### src/rtl/lockstep_pkg.sv
// Shared definitions for the lockstep comparator.
// Assumes: the mask bit positions below are the external encoding of log_mask.
package lockstep_pkg;

    localparam int MASK_W  = 4;
    localparam int MB_ADDR = 0;
    localparam int MB_WEN  = 1;
    localparam int MB_DATA = 2;
    localparam int MB_CTRL = 3;

    typedef enum logic [2:0] {
        ST_RUN  = 3'd0,
        ST_LOG  = 3'd1,
        ST_HOLD = 3'd2,
        ST_SYNC = 3'd3,
        ST_DEAD = 3'd4
    } lsc_state_e;

endpackage

### src/rtl/lsc_compare.sv
// Purely combinational comparison of the two cores' outputs.
// Produces a per-group disagreement mask; data is compared only while both
// write enables are active, so undriven data does not cause a fault.
module lsc_compare #(
    parameter int ADDR_W = 16,
    parameter int DATA_W = 16,
    parameter int CTRL_W = 4
) (
    input  logic [ADDR_W-1:0]                  a_addr,
    input  logic [DATA_W-1:0]                  a_wdata,
    input  logic                               a_wen,
    input  logic [CTRL_W-1:0]                  a_ctrl,
    input  logic [ADDR_W-1:0]                  b_addr,
    input  logic [DATA_W-1:0]                  b_wdata,
    input  logic                               b_wen,
    input  logic [CTRL_W-1:0]                  b_ctrl,
    output logic [lockstep_pkg::MASK_W-1:0]    diff_mask,
    output logic                               mismatch
);
    import lockstep_pkg::*;

    // Build one disagreement flag per signal group.
    always_comb begin
        diff_mask          = '0;
        diff_mask[MB_ADDR] = (a_addr != b_addr);
        diff_mask[MB_WEN]  = (a_wen != b_wen);
        diff_mask[MB_DATA] = a_wen && b_wen && (a_wdata != b_wdata);
        diff_mask[MB_CTRL] = (a_ctrl != b_ctrl);
    end

    // Any flagged group is a fault.
    assign mismatch = |diff_mask;

endmodule

### src/rtl/lsc_recover.sv
// Error-mode sequencer: log, hold cores in reset, resynchronise, or give up.
// Assumes mismatch is only meaningful in RUN and SYNC; rst_len is sampled
// in the LOG state. Failures are counted only when resynchronisation fails.
module lsc_recover #(
    parameter int RST_CYC_W = 8,
    parameter int MAX_FAIL  = 3
) (
    input  logic                 clk,
    input  logic                 rst_n,
    input  logic                 mismatch,
    input  logic [RST_CYC_W-1:0] rst_len,
    output logic                 run_mode,
    output logic                 capture,
    output logic                 push,
    output logic                 core_rst_n,
    output logic                 in_err,
    output logic                 perm_fail
);
    import lockstep_pkg::*;

    localparam int FAIL_W = (MAX_FAIL > 0) ? $clog2(MAX_FAIL + 1) : 1;
    localparam logic [FAIL_W-1:0] FAIL_LIM = FAIL_W'(MAX_FAIL);

    lsc_state_e           state;
    logic [RST_CYC_W-1:0] hold_cnt;
    logic [FAIL_W-1:0]    fails;

    // State, hold counter and failed-recovery counter.
    always_ff @(posedge clk) begin
        if (!rst_n) begin
            state    <= ST_RUN;
            hold_cnt <= '0;
            fails    <= '0;
        end else begin
            unique case (state)
                ST_RUN: begin
                    if (mismatch) state <= ST_LOG;
                end
                ST_LOG: begin
                    hold_cnt <= rst_len;
                    if (fails == FAIL_LIM) state <= ST_DEAD;
                    else                   state <= ST_HOLD;
                end
                ST_HOLD: begin
                    if (hold_cnt <= RST_CYC_W'(1)) state <= ST_SYNC;
                    else hold_cnt <= hold_cnt - 1'b1;
                end
                ST_SYNC: begin
                    if (mismatch) begin
                        fails <= fails + 1'b1;
                        state <= ST_LOG;
                    end else begin
                        fails <= '0;
                        state <= ST_RUN;
                    end
                end
                default: state <= ST_DEAD;
            endcase
        end
    end

    // Decode outputs from the current state.
    always_comb begin
        run_mode   = (state == ST_RUN);
        capture    = ((state == ST_RUN) || (state == ST_SYNC)) && mismatch;
        push       = (state == ST_LOG);
        core_rst_n = !((state == ST_HOLD) || (state == ST_DEAD));
        in_err     = (state != ST_RUN);
        perm_fail  = (state == ST_DEAD);
    end

endmodule

### src/rtl/lsc_logfifo.sv
// Small first-in first-out store for fault records.
// A push into a full store (with no pop in the same cycle) is dropped and
// sets a sticky overflow flag. The head record is presented combinationally.
module lsc_logfifo #(
    parameter int WIDTH = 52,
    parameter int DEPTH = 4
) (
    input  logic             clk,
    input  logic             rst_n,
    input  logic             push,
    input  logic [WIDTH-1:0] din,
    input  logic             pop,
    output logic [WIDTH-1:0] dout,
    output logic             valid,
    output logic             ovf
);
    localparam int PTR_W = (DEPTH > 1) ? $clog2(DEPTH) : 1;
    localparam int CNT_W = $clog2(DEPTH + 1);
    localparam logic [CNT_W-1:0] FULL_C = CNT_W'(DEPTH);
    localparam logic [PTR_W-1:0] LAST_P = PTR_W'(DEPTH - 1);

    logic [WIDTH-1:0] mem [DEPTH];
    logic [PTR_W-1:0] wr_ptr, rd_ptr;
    logic [CNT_W-1:0] count;
    logic             do_push, do_pop;

    // Accepted operations for this cycle.
    always_comb begin
        do_pop  = pop && (count != '0);
        do_push = push && ((count != FULL_C) || do_pop);
    end

    // Record storage; contents need no reset.
    always_ff @(posedge clk) begin
        if (do_push) mem[wr_ptr] <= din;
    end

    // Pointers, occupancy and sticky overflow.
    always_ff @(posedge clk) begin
        if (!rst_n) begin
            wr_ptr <= '0;
            rd_ptr <= '0;
            count  <= '0;
            ovf    <= 1'b0;
        end else begin
            if (do_push) wr_ptr <= (wr_ptr == LAST_P) ? '0 : wr_ptr + 1'b1;
            if (do_pop)  rd_ptr <= (rd_ptr == LAST_P) ? '0 : rd_ptr + 1'b1;
            if (do_push && !do_pop)      count <= count + 1'b1;
            else if (do_pop && !do_push) count <= count - 1'b1;
            if (push && !do_push) ovf <= 1'b1;
        end
    end

    // Head record.
    assign dout  = mem[rd_ptr];
    assign valid = (count != '0);

endmodule

### src/rtl/lockstep_cmp.sv
// Top level of the dual lockstep output comparator.
// Passes core A outputs to the bus only while both cores agree; on a
// disagreement disables the bus at once, logs the fault and runs recovery.
// Assumes both cores share clk and are reset together through core_rst_n.
module lockstep_cmp #(
    parameter int ADDR_W     = 16,
    parameter int DATA_W     = 16,
    parameter int CTRL_W     = 4,
    parameter int CNT_W      = 16,
    parameter int RST_CYC_W  = 8,
    parameter int LOG_DEPTH  = 4,
    parameter int MAX_FAIL   = 3
) (
    input  logic                 clk,
    input  logic                 rst_n,
    input  logic [RST_CYC_W-1:0] rst_len,
    input  logic [ADDR_W-1:0]    a_addr,
    input  logic [DATA_W-1:0]    a_wdata,
    input  logic                 a_wen,
    input  logic [CTRL_W-1:0]    a_ctrl,
    input  logic [ADDR_W-1:0]    b_addr,
    input  logic [DATA_W-1:0]    b_wdata,
    input  logic                 b_wen,
    input  logic [CTRL_W-1:0]    b_ctrl,
    output logic [ADDR_W-1:0]    bus_addr,
    output logic [DATA_W-1:0]    bus_wdata,
    output logic [CTRL_W-1:0]    bus_ctrl,
    output logic                 bus_oe,
    output logic                 bus_data_oe,
    output logic                 core_rst_n,
    output logic                 in_err,
    output logic                 perm_fail,
    input  logic                 log_pop,
    output logic                 log_valid,
    output logic [CNT_W-1:0]     log_cycle,
    output logic [ADDR_W-1:0]    log_addr_a,
    output logic [ADDR_W-1:0]    log_addr_b,
    output logic [3:0]           log_mask,
    output logic                 log_ovf
);
    import lockstep_pkg::*;

    localparam int REC_W = CNT_W + 2 * ADDR_W + MASK_W;

    logic [MASK_W-1:0] diff_mask;
    logic              mismatch;
    logic              run_mode, capture, push;
    logic [CNT_W-1:0]  cyc_cnt;
    logic [REC_W-1:0]  rec_q, rec_head;

    lsc_compare #(
        .ADDR_W(ADDR_W), .DATA_W(DATA_W), .CTRL_W(CTRL_W)
    ) u_cmp (
        .a_addr(a_addr), .a_wdata(a_wdata), .a_wen(a_wen), .a_ctrl(a_ctrl),
        .b_addr(b_addr), .b_wdata(b_wdata), .b_wen(b_wen), .b_ctrl(b_ctrl),
        .diff_mask(diff_mask), .mismatch(mismatch)
    );

    lsc_recover #(
        .RST_CYC_W(RST_CYC_W), .MAX_FAIL(MAX_FAIL)
    ) u_rec (
        .clk(clk), .rst_n(rst_n), .mismatch(mismatch), .rst_len(rst_len),
        .run_mode(run_mode), .capture(capture), .push(push),
        .core_rst_n(core_rst_n), .in_err(in_err), .perm_fail(perm_fail)
    );

    // Free-running cycle counter used to time-stamp faults.
    always_ff @(posedge clk) begin
        if (!rst_n) cyc_cnt <= '0;
        else        cyc_cnt <= cyc_cnt + 1'b1;
    end

    // Hold the fault record from the detection cycle until it is logged.
    always_ff @(posedge clk) begin
        if (!rst_n)       rec_q <= '0;
        else if (capture) rec_q <= {cyc_cnt, a_addr, b_addr, diff_mask};
    end

    lsc_logfifo #(
        .WIDTH(REC_W), .DEPTH(LOG_DEPTH)
    ) u_log (
        .clk(clk), .rst_n(rst_n), .push(push), .din(rec_q),
        .pop(log_pop), .dout(rec_head), .valid(log_valid), .ovf(log_ovf)
    );

    // Split the head record into its fields.
    assign {log_cycle, log_addr_a, log_addr_b, log_mask} = rec_head;

    // Bus drive: core A values, enabled only while running and agreeing.
    always_comb begin
        bus_addr    = a_addr;
        bus_wdata   = a_wdata;
        bus_ctrl    = a_ctrl;
        bus_oe      = run_mode && !mismatch;
        bus_data_oe = run_mode && !mismatch && a_wen;
    end

endmodule

### config.mk
export PLATFORM = sky130hd
export DESIGN_NAME = lockstep_cmp
export DESIGN_NICKNAME = d
export VERILOG_FILES = /design/src/rtl/lockstep_pkg.sv /design/src/rtl/lsc_compare.sv /design/src/rtl/lsc_recover.sv /design/src/rtl/lsc_logfifo.sv /design/src/rtl/lockstep_cmp.sv
export SDC_FILE = /design/constraint.sdc
export NUM_CORES = 1
export LEC_CHECK = 0
export BUFFER_PORTS_ARGS = -buffer_cell sky130_fd_sc_hd__buf_2
export CORE_AREA = 10 10 186 188
export DETAILED_ROUTE_END_ITERATION = 6
export DIE_AREA = 0 0 196 198
export GPL_ROUTABILITY_DRIVEN = 0
export GPL_TIMING_DRIVEN = 0
export MAX_ROUTING_LAYER = met4
export PLACE_DENSITY_LB_ADDON = 0.08
export RECOVER_POWER = 25
export SYNTH_ARGS = -nofsm -noshare
export SYNTH_HDL_FRONTEND = slang
export SYNTH_SLANG_ARGS = --single-unit
### constraint.sdc
create_clock -name clk -period 4.26 [get_ports clk]
set_clock_uncertainty 0.1 [all_clocks]
set_input_delay 0.426 -clock clk [delete_from_list [all_inputs] [get_ports clk]]
set_output_delay 0.426 -clock clk [all_outputs]
set_load 0.02 [all_outputs]
==> impl_metrics.tcl <==
set metrics [dict create \
    crit_chain "clkbuf_1, nand2_1, nor3_1, ha_1, inv_1, fa_1, xor2_1, or3_1, a21oi_1" \
    p_per_area_mw_per_mm2 549 \
    cts_resized 0 \
    synthDistinctLibCells 50 \
    synth_area_leaders "edfxtp_1 (51%), dfxtp_1 (15%), mux4_2 (9.6%)" \
    critPathKind "flop to flop" \
    yosys_warnings 0 \
    clk_pin_slew_ns 0.06 \
    worstHoldPathType "primary input to flop" \
    nNetsFinal 1123 \
    cts_tree "yes" \
    whs_ns 0.0549 \
    syn_inst 813 \
    swShare 0.285 \
    die_y_microns 198 \
    fmax_mhz 320 \
    endpoint_kind "flop" \
    syn2layout_area_growth_pct 20.3 \
    routed_wl_microns 28500 \
    p_leak_nw 5.51 \
    ant_nets 0 \
    drt-vias-per-instance 4.89 \
    finalCriticalPeriod_ns 3.13 \
    cts_root_buf "clkbuf_16" \
    seqPwrFrac 0.442 \
    drt-initial-drc-count 353 \
    yosysTopAreaCellShare 0.512 \
    dpl_worst_slack_ns 1.16 \
    ys_seq_elements 299 \
    max_stage_delay_ns 0.80 \
    track_usage 0.149 \
    vias 7109 \
    slew-limit-headroom 0.328 \
    avgSynthCellArea_sq_um 15.0 \
    finalSetupTns_ns 0 \
    drive_gt1_frac 0.322 \
    placementRows 65 \
    die_x_microns 196 \
    post-dp-hpwl_microns 19300 \
    internal_power_mw 5.76 \
    drc 0 \
    cts.sinks 299 \
    cp.arrival_ns 3.49 \
    crit_slowest_cell "nor3_1" \
    port_buffers 178 \
    synth.yosys.seq_area_share 0.661 \
    synthArstFlopShare 0 \
    syn_area_sq_mm 0.0122 \
    post-route-util 0.472 \
    cts_buffer_depth 3 \
    worstPathMaxFanout 10 \
    overflow 0 \
    antenna_found_initial 1 \
    initial_core_util 0.393 \
    worstMarginPinSlew_ns 1.00 \
    combPwrFrac 0.231 \
    final_cells 1453 \
    cts_hold_buffers 0 \
    synth_edf_count 208 \
    fin_crit_sh 0.734 \
    cts_made_buffers 30 \
    clk_latency_ns 0.54 \
    cp-start-kind "flop" \
    firstDrtPassIters 4 \
    grt_pass1_wl_microns 44100 \
    max_cap_viol_count 0 \
    required_ns 4.62 \
    clockPowerShare 0.327 \
    fin_ws_ns 1.13 \
    rsz0062_at_grt "false" \
    synthFlopType "edfxtp_1" \
    cts_setup_buffers 0 \
    die_area_sq_mm 0.0388 \
    dpl.cell_count 1396 \
    boundaryPins 180 \
    grt_max_degree 53 \
    synth_nets 910 \
    status "finished, final reports clean" \
    switchingPower_mw 2.30 \
    cts_htree_levels 1 \
    core_area_sq_mm 0.0311 \
    grt_pass1_vias 7525 \
    routedWlPerCell_microns 19.6 \
    hold_viol 0 \
    synth_area_leader_cell "edfxtp_1" \
    peakVddDrop_mv 0.323 \
    setup_viol_count_final 0 \
    slew_viol_final 0 \
]
## registers in the layout (all words and copies together) (netlist names), named ones only
register        count
u_log.ovf           1
u_log.count         3
u_rec.fails         2
u_log.wr_ptr        2
u_log.mem         208
rec_q              52
u_rec.state         3
u_rec.hold_cnt      8
u_log.rd_ptr        2
cyc_cnt            16
## stage by stage
step | area [sq um] | power, mW
after CTS | 14700 | 8.20
after global placement | 13600 | 5.54
final | 14700 | 8.06
after global routing | 14700 | 8.46
after floorplan | 12200 | 4.90
after detailed placement | 13700 | 5.55
## worst max-delay path, delay by kind of cell (launching register included)
family / cells / cell delay (ns)
AND/OR/NAND/NOR: 3 / 1.29
adder cells (fa/ha/maj): 2 / 0.70
buffers and inverters: 2 / 0.33
flip-flops: 1 / 0.30
XOR/XNOR: 1 / 0.17
AO/OA/AOI/OAI: 1 / 0.15
## cell families (layout without fill, tap and decap cells)
group | count (synthesis) | count (layout) | share of synthesized area
compound gates | 46 | 46 | 0.0273
xor+xnor | 50 | 50 | 0.0359
fa+ha+maj | 12 | 12 | 0.0129
buf+inv | 82 | 319 | 0.0416
flops | 299 | 299 | 0.661
mux | 103 | 103 | 0.138
other cells | 0 | 1 | 0
simple gates | 221 | 221 | 0.0832
## power by group through the flow
stage	clock [mW]	sequential [mW]	combinational [mW]
global placement	0	3.64	1.90
finish	2.63	3.57	1.86
detailed placement	0	3.63	1.92
floorplan	0	3.58	1.32
CTS	2.71	3.57	1.92
global route	2.82	3.60	2.04
## routing by layer
layer,track usage,routed length (microns)
met1,0.199,13200
met5,-,0
met4,0.0328,418
met3,0.0216,1210
met2,0.237,13700
## final cells by class
| class | count | area, sq um |
|---|---|---|
| antenna | 1 | 2.50 |
| buffer | 74 | 478 |
| clock buffer | 38 | 832 |
| clock inverter | 18 | 161 |
| fill | 2803 | 16400 |
| inverter | 8 | 30.0 |
| multi-input combinational | 432 | 3630 |
| sequential | 299 | 8070 |
| tap | 402 | 503 |
| timing repair buffer | 181 | 966 |
## final timing paths
kind	from	cells after the start	slack (ns)	endpoint
worst max-delay path	u_rec.state[0]	9	1.13	u_log.count[2]
worst min-delay path	b_addr[6]	3	0.05	rec_q[10]
worst max register to register	u_rec.state[0]	9	1.13	u_log.count[2]
worst min register to register	u_rec.fails[1]	2	0.36	u_rec.fails[1]
## synth_stat cells (2+ instances only)
master    number
a31oi_1        5
dfxtp_1       91
buf_6          5
a211oi_2       2
nor2_1        41
and2_1         8
o21ai_1        4
clkbuf_1      25
or2_2          2
and4_1         3
o21ai_0        4
nor3b_1        2
edfxtp_1     208
o221a_1        4
a21oi_1       16
inv_1          8
nor3_1         8
or3_1          6
xor2_1        27
nand3b_1       3
nand4_1        8
nand3_1        9
ha_1          11
buf_4         37
buf_2          6
mux2i_1       51
nor4_1         5
nand2_1      113
o21bai_1       2
mux4_2        52
and3_1         3
xnor2_1       23
nand2b_1       4
## cell usage in the layout (no fill, tap or decap), types with 4 or more instances in the layout
cell type and instances:
clkinv_1 9, buf_6 5, nor2_1 41, clkbuf_1 29, a31oi_1 5, nand2b_1 4
clkinv_2 4, and2_1 4, a21oi_1 16, buf_2 184, dfxtp_1 91, nand2_1 113
or3_1 6, o221a_1 4, nor4_1 5, xnor2_1 23, nor3_1 8, clkbuf_16 31
mux4_2 52, mux2i_1 51, xor2_1 27, and2_4 4, inv_1 8, ha_1 11
o21ai_1 4, nand4_1 8, buf_4 37, nand3_1 9, edfxtp_1 208, o21ai_0 4
Power figures use the tool's default switching activity.
